### src/rtl/chan_xfer_pkg.sv
package chan_xfer_pkg;
   typedef enum logic [2:0] {
      ST_IDLE,
      ST_LOCK,
      ST_LWAIT,
      ST_RUN,
      ST_FILL
   } xfer_state_e;
endpackage

### src/rtl/chan_lock_check.sv
module chan_lock_check #(
   parameter int KEY_W  = 4,
   parameter int PAGE_W = 7
) (
   input  logic [KEY_W-1:0]  key,
   input  logic [KEY_W-1:0]  lock,
   input  logic [PAGE_W-1:0] page_now,
   input  logic [PAGE_W-1:0] page_held,
   input  logic              held_ok,
   output logic              allow,
   output logic              refetch
);
   assign allow   = (key == '0) || (lock == '0) || (key == lock);
   assign refetch = !held_ok || (page_now != page_held);
endmodule

### src/rtl/chan_out_buf.sv
module chan_out_buf #(
   parameter int WORD_BYTES = 4
) (
   input  logic                    clk,
   input  logic                    rst_n,
   input  logic                    fill,
   input  logic [8*WORD_BYTES-1:0] fill_word,
   input  logic [$clog2(WORD_BYTES)-1:0] fill_lane,
   input  logic [$clog2(WORD_BYTES):0]   fill_n,
   input  logic                    pop,
   output logic                    empty,
   output logic [7:0]              data
);
   localparam int LANE_W = $clog2(WORD_BYTES);

   logic [8*WORD_BYTES-1:0] word_q;
   logic [LANE_W-1:0]       ptr_q;
   logic [LANE_W:0]         left_q;
   logic [7:0]              lane_b [WORD_BYTES];

   for (genvar g = 0; g < WORD_BYTES; g++) begin : g_lane
      assign lane_b[g] = word_q[8*g +: 8];
   end

   assign empty = (left_q == '0);
   assign data  = lane_b[ptr_q];

   always_ff @(posedge clk or negedge rst_n) begin
      if (!rst_n) begin
         word_q <= '0;
         ptr_q  <= '0;
         left_q <= '0;
      end else if (fill) begin
         word_q <= fill_word;
         ptr_q  <= fill_lane;
         left_q <= fill_n;
      end else if (pop && !empty) begin
         ptr_q  <= ptr_q + LANE_W'(1);
         left_q <= left_q - (LANE_W+1)'(1);
      end
   end
endmodule

### src/rtl/chan_xfer_engine.sv
module chan_xfer_engine
   import chan_xfer_pkg::*;
#(
   parameter int ADDR_W     = 16,
   parameter int CNT_W      = 16,
   parameter int KEY_W      = 4,
   parameter int PAGE_BITS  = 9,
   parameter int WORD_BYTES = 4
) (
   input  logic                          clk,
   input  logic                          rst_n,
   input  logic                          dsc_load,
   input  logic [ADDR_W-1:0]             dsc_addr,
   input  logic [CNT_W-1:0]              dsc_count,
   input  logic [1:0]                    dsc_dir,
   input  logic                          dsc_skip,
   input  logic [KEY_W-1:0]              dsc_key,
   output logic                          busy,
   output logic [ADDR_W-1:0]             xfer_addr,
   output logic [CNT_W-1:0]              xfer_count,
   output logic                          cnt_zero,
   output logic                          unusual_end,
   input  logic                          dev_in_valid,
   input  logic [7:0]                    dev_in_data,
   output logic                          dev_in_ready,
   output logic                          dev_out_valid,
   output logic [7:0]                    dev_out_data,
   input  logic                          dev_out_ready,
   output logic                          mem_rd_req,
   output logic                          mem_wr_req,
   output logic [ADDR_W-$clog2(WORD_BYTES)-1:0] mem_addr,
   output logic [WORD_BYTES-1:0]         mem_be,
   output logic [8*WORD_BYTES-1:0]       mem_wdata,
   input  logic [8*WORD_BYTES-1:0]       mem_rdata,
   output logic                          lock_req,
   output logic [ADDR_W-PAGE_BITS-1:0]   lock_page,
   input  logic [KEY_W-1:0]              lock_val
);
   localparam int LANE_W = $clog2(WORD_BYTES);
   localparam int PAGE_W = ADDR_W - PAGE_BITS;

   if ((1 << LANE_W) != WORD_BYTES || WORD_BYTES < 2) begin : g_bad_word
      $error("WORD_BYTES must be a power of two, at least 2");
   end
   if (PAGE_BITS <= LANE_W || PAGE_BITS >= ADDR_W) begin : g_bad_page
      $error("PAGE_BITS must lie between the lane bits and ADDR_W");
   end
   if (CNT_W <= LANE_W) begin : g_bad_cnt
      $error("CNT_W too small");
   end

   xfer_state_e       state_q;
   logic [ADDR_W-1:0] addr_q;
   logic [CNT_W-1:0]  cnt_q;
   logic              mode_out, mode_back, skip_q;
   logic [KEY_W-1:0]  key_q, lock_q;
   logic [PAGE_W-1:0] page_q;
   logic              page_ok_q;
   logic              cz_q, ue_q;

   logic              allow, refetch;
   logic              store_mode, in_hs, violation, buf_empty, fill_en, done;
   logic [LANE_W-1:0] lane;
   logic [LANE_W:0]   room, fill_n;

   chan_lock_check #(.KEY_W(KEY_W), .PAGE_W(PAGE_W)) i_lock (
      .key       (key_q),
      .lock      (lock_q),
      .page_now  (addr_q[ADDR_W-1:PAGE_BITS]),
      .page_held (page_q),
      .held_ok   (page_ok_q),
      .allow     (allow),
      .refetch   (refetch)
   );

   assign lane       = addr_q[LANE_W-1:0];
   assign room       = (LANE_W+1)'(WORD_BYTES) - {1'b0, lane};
   assign fill_n     = (cnt_q < CNT_W'(room)) ? cnt_q[LANE_W:0] : room;
   assign store_mode = !mode_out && !skip_q;
   assign in_hs      = dev_in_valid && dev_in_ready;
   assign violation  = in_hs && store_mode && !allow;

   assign dev_in_ready = (state_q == ST_RUN) && !mode_out && (cnt_q != '0)
                         && !(store_mode && refetch);
   assign mem_wr_req   = in_hs && store_mode && allow;
   assign mem_rd_req   = (state_q == ST_RUN) && mode_out && !skip_q
                         && buf_empty && (cnt_q != '0);
   assign fill_en      = (state_q == ST_FILL) ||
                         ((state_q == ST_RUN) && mode_out && skip_q
                          && buf_empty && (cnt_q != '0));
   assign done         = (state_q == ST_RUN) && (cnt_q == '0)
                         && (!mode_out || buf_empty);

   assign mem_addr  = addr_q[ADDR_W-1:LANE_W];
   assign mem_wdata = {WORD_BYTES{dev_in_data}};
   for (genvar g = 0; g < WORD_BYTES; g++) begin : g_be
      assign mem_be[g] = mem_wr_req && (lane == LANE_W'(g));
   end

   assign lock_req  = (state_q == ST_LOCK);
   assign lock_page = addr_q[ADDR_W-1:PAGE_BITS];

   chan_out_buf #(.WORD_BYTES(WORD_BYTES)) i_obuf (
      .clk       (clk),
      .rst_n     (rst_n),
      .fill      (fill_en),
      .fill_word (skip_q ? '0 : mem_rdata),
      .fill_lane (lane),
      .fill_n    (fill_n),
      .pop       (dev_out_ready),
      .empty     (buf_empty),
      .data      (dev_out_data)
   );
   assign dev_out_valid = !buf_empty;

   always_ff @(posedge clk or negedge rst_n) begin
      if (!rst_n) begin
         state_q   <= ST_IDLE;
         addr_q    <= '0;
         cnt_q     <= '0;
         mode_out  <= 1'b0;
         mode_back <= 1'b0;
         skip_q    <= 1'b0;
         key_q     <= '0;
         lock_q    <= '0;
         page_q    <= '0;
         page_ok_q <= 1'b0;
         cz_q      <= 1'b0;
         ue_q      <= 1'b0;
      end else begin
         cz_q <= 1'b0;
         ue_q <= 1'b0;
         unique case (state_q)
            ST_IDLE: if (dsc_load) begin
               addr_q    <= dsc_addr;
               cnt_q     <= dsc_count;
               mode_out  <= dsc_dir[1];
               mode_back <= (dsc_dir == 2'd1);
               skip_q    <= dsc_skip;
               key_q     <= dsc_key;
               page_ok_q <= 1'b0;
               state_q   <= ST_RUN;
            end
            ST_LOCK:  state_q <= ST_LWAIT;
            ST_LWAIT: begin
               lock_q    <= lock_val;
               page_q    <= addr_q[ADDR_W-1:PAGE_BITS];
               page_ok_q <= 1'b1;
               state_q   <= ST_RUN;
            end
            ST_RUN: begin
               if (done) begin
                  cz_q    <= 1'b1;
                  state_q <= ST_IDLE;
               end else if (mode_out) begin
                  if (mem_rd_req) begin
                     state_q <= ST_FILL;
                  end else if (fill_en) begin
                     addr_q <= addr_q + ADDR_W'(fill_n);
                     cnt_q  <= cnt_q - CNT_W'(fill_n);
                  end
               end else if (store_mode && refetch) begin
                  state_q <= ST_LOCK;
               end else if (violation) begin
                  ue_q    <= 1'b1;
                  state_q <= ST_IDLE;
               end else if (in_hs) begin
                  addr_q <= mode_back ? addr_q - ADDR_W'(1) : addr_q + ADDR_W'(1);
                  cnt_q  <= cnt_q - CNT_W'(1);
               end
            end
            ST_FILL: begin
               addr_q  <= addr_q + ADDR_W'(fill_n);
               cnt_q   <= cnt_q - CNT_W'(fill_n);
               state_q <= ST_RUN;
            end
            default: state_q <= ST_IDLE;
         endcase
      end
   end

   assign busy        = (state_q != ST_IDLE);
   assign xfer_addr   = addr_q;
   assign xfer_count  = cnt_q;
   assign cnt_zero    = cz_q;
   assign unusual_end = ue_q;
endmodule

### config.mk
export PLATFORM = sky130hd
export DESIGN_NAME = chan_xfer_engine
export DESIGN_NICKNAME = d
export VERILOG_FILES = /design/src/rtl/chan_xfer_pkg.sv /design/src/rtl/chan_lock_check.sv /design/src/rtl/chan_out_buf.sv /design/src/rtl/chan_xfer_engine.sv
export SDC_FILE = /design/constraint.sdc
export NUM_CORES = 1
export LEC_CHECK = 0
export BUFFER_PORTS_ARGS = -buffer_cell sky130_fd_sc_hd__buf_2
export CORE_MARGIN = 3
export CORE_UTILIZATION = 50
export CTS_BUF_LIST = sky130_fd_sc_hd__clkbuf_8
export CTS_CLUSTER_SIZE = 20
export DETAILED_ROUTE_END_ITERATION = 8
export PLACE_DENSITY = 0.89
export SYNTH_ARGS = -nofsm -noshare
export SYNTH_HDL_FRONTEND = slang
export SYNTH_HIERARCHICAL = 1
export SYNTH_SLANG_ARGS = --single-unit
### constraint.sdc
create_clock -name clk -period 8.7 [get_ports clk]
set_input_delay 0.435 -clock clk [delete_from_list [all_inputs] [get_ports clk]]
set_output_delay 0.435 -clock clk [all_outputs]
set_load 0.01 [all_outputs]
==> results.ini <==
[global_route]
first_global_vias=5683
grt_first_pass_wirelength_um=28500
grt_max_degree=64
antenna_found_initial=1
grt_usage_pct=23.6
grt_overflow=0

[setup_path]
worstSetupEndpointType=flop
crit_fanout=11
startpoint=xfer_addr[0]$_DFFE_PN0P_
path_class=flop to flop
reg2reg_depth=18
r2r-end=xfer_addr[11]$_DFFE_PN0P_
crit_end=xfer_addr[11]$_DFFE_PN0P_
critPathArrivalTime_ps=4880
cp.required_ps=8950
rrSetupSlack_ps=4060
timing.rr.start=xfer_addr[0]$_DFFE_PN0P_
cp-start-kind=flop

[place]
io_buffers=152
place_congestion=0.929
place_hpwl_um=13100

[synth]
synth_warnings=6
synth_top_area_share_pct=33.5
synth_seq_cells=93
ys_seq_area_share_pct=33.5
async_flop_share_pct=100
yosys.area.top_type=dfrtp_1
netlist_instances=746
yosys-top-cells-area=dfrtp_1, mux2_2, buf_4, ha_1, o21ai_0
yosysUniqueCellTypes=68
synth_flop_cell=dfrtp_1
synth_edf_count=0
synthesis.area_um2=6940
synthesis.nets=866
synthTopCellsByCount=dfrtp_1, nand2_1, buf_4, o21ai_0, mux2_2
avgSynthCellArea_um2=9.31
synth.most_common_cell=dfrtp_1

[floorplan]
rows=42
floorplan.initialDensity_pct=51.8
die-width_um=124
die_h_um=124
coreArea_um2=13400
num_io_pins=193
dieArea_um2=15300

[min_path]
min_path_cells=2
hold_class=primary input to flop

[routing]
drtIter0Drc=577
viasPerCell=5.91
drt_pre_antenna_iters=5
drtAntennaViolNets=0
via_count=5943
drt_wl_total_um=18000
route.detailed.drc=0
wire_per_inst_um=17.9

[timing]
slew_violations=0
finalSetupTns_ps=0
clock_skew_ps=15.3
final-setup-viol-count=0
maxSlewHeadroom_pct=33.3
hold_violations=0
fin_hold_ws_ps=284
period_share_pct=53.3
rsz0062_at_grt=false
fin_crit_ps=4640
max_freq_mhz=216
worst_slew_pin_slew_ps=1000

[clocking]
cts_buffer_depth=2
clk_latency_ps=380
clkSinkCount=93
ctsHtreeMaxLevel=3
cts_tree=built
clock-root-buffer=clkbuf_8
path_clk_slew_ps=100
numCtsBuffers=9

[run]
maxCapViolCount=0

[power]
finalPower_uw=3040
ir_drop_mv=0.206
leakage_uw=0.00356
p_per_area_nw_per_um2=400

[layout]
nNetsFinal=945
drive_gt1_share_pct=30.7
antenna_cells=0
syn2layout_area_growth_pct=9.41

[status]
status=finished clean

[per-stage QoR]
stage | instance area [um2] | util [%] | setup WS (ps) | std cells
final | 7590 | 56.7 | 4060 | 1006
after global routing | 7590 | 56.7 | 3710 | 1006
after CTS | 7590 | 56.7 | 4070 | 1006
after detailed placement | 7380 | 55.1 | 4080 | 989
after global placement | 7380 | 55.1 | 4370 | 989
after floorplan | 6940 | - | 4700 | 746
[worst min path at each step]
stage	start	to	slack [ps]
final	dsc_key[2]	key_q[2]$_DFFE_PN0P_	280
after global routing	dsc_key[2]	key_q[2]$_DFFE_PN0P_	270
after CTS	dsc_key[2]	key_q[2]$_DFFE_PN0P_	260
after detailed placement	rst_n	i_obuf/word_q[1]$_DFFE_PN0P_	400
after global placement	rst_n	i_obuf/word_q[1]$_DFFE_PN0P_	410
after floorplan	rst_n	cnt_zero$_DFF_PN0_	140
[area by class of cell]
cell class | instances | area [um2]
Fill cell | 1190 | 5810
Multi-Input combinational cell | 535 | 3920
Sequential cell | 93 | 2330
Timing Repair Buffer | 160 | 826
Tap cell | 176 | 220
Clock buffer | 9 | 124
Inverter | 26 | 97.6
Clock inverter | 7 | 80.1
[state kept, by name, indices dropped and copies added (netlist names), 2 cells and up]
register,flops
page_q,7
i_obuf/ptr_q,2
key_q,4
i_obuf/word_q,32
lock_q,4
state_q,3
i_obuf/left_q,3
xfer_count,16
xfer_addr,16
[timing repair]
item,in CTS,in global routing
hold endpoints to repair,34,0
resized for setup,0,0
buffers inserted,0,0
hold buffers,1,0
[critical path: stages, from the launching register on]
cell      delay, ps
dfrtp_1         580
inv_1           160
ha_1            330
inv_1            50
ha_1            270
a21boi_0        120
o21ai_0         200
nand3_1         110
nor3_2          290
mux2i_1         510
inv_1           130
ha_1            300
nand3_1          90
a211oi_1        540
nand3_1         210
xnor2_1         170
a221o_1         290
a21oi_1         110
a21oi_1          50
[cells by family (layout without fill, tap and decap cells)]
family,after synthesis,count (layout),share of synthesized area [%]
AOI/OAI and AO/OA,182,182,17.2
muxes,63,63,11.5
adders and majority gates,32,32,6.09
buffers and inverters,118,202,10.2
xor gates and xnor gates,44,44,5.55
and+or+nand+nor,214,214,15.9
DFF,93,93,33.5
[report_power, final]
group | leakage, uW | switching [uW] | total, uW | internal, uW
registers | 0.00118 | 286 | 923 | 637
logic | 0.00228 | 1030 | 1810 | 788
clock network | 0.0000968 | 168 | 304 | 136
total | 0.00356 | 1480 | 3040 | 1560
[cell usage in the layout, fill, tap and decap left out, drive strengths merged, types with 4 or more instances in the layout]
| cell type | count |
|---|---|
| a2111oi | 4 |
| a211oi | 5 |
| a21o | 6 |
| a21oi | 35 |
| a221oi | 11 |
| a22oi | 4 |
| a31oi | 9 |
| and2 | 6 |
| and3 | 5 |
| buf | 159 |
| clkbuf | 9 |
| dfrtp | 93 |
| ha | 29 |
| inv | 29 |
| mux2 | 52 |
| mux4 | 8 |
| nand2 | 56 |
| nand2b | 6 |
| nand3 | 15 |
| nand4 | 6 |
| nor2 | 48 |
| nor2b | 36 |
| nor3 | 13 |
| nor4 | 6 |
| o21a | 5 |
| o21ai | 63 |
| o22ai | 9 |
| o31ai | 5 |
| or3 | 4 |
| xnor2 | 17 |
| xor2 | 27 |
[per-layer routing]
layer | track usage [%] | vias to the layer above | part of all wire (%) | wire length [um]
met2 | 39.5 | 303 | 47 | 8440
met1 | 29.9 | 2818 | 41 | 7340
met4 | 7.96 | 2 | 2.6 | 469
met5 | 0 | - | 0.061 | 11
met3 | 5.59 | 42 | 9.8 | 1760
li1 | - | 2778 | - | -
Note: power is estimated with default switching activity, not from simulation.
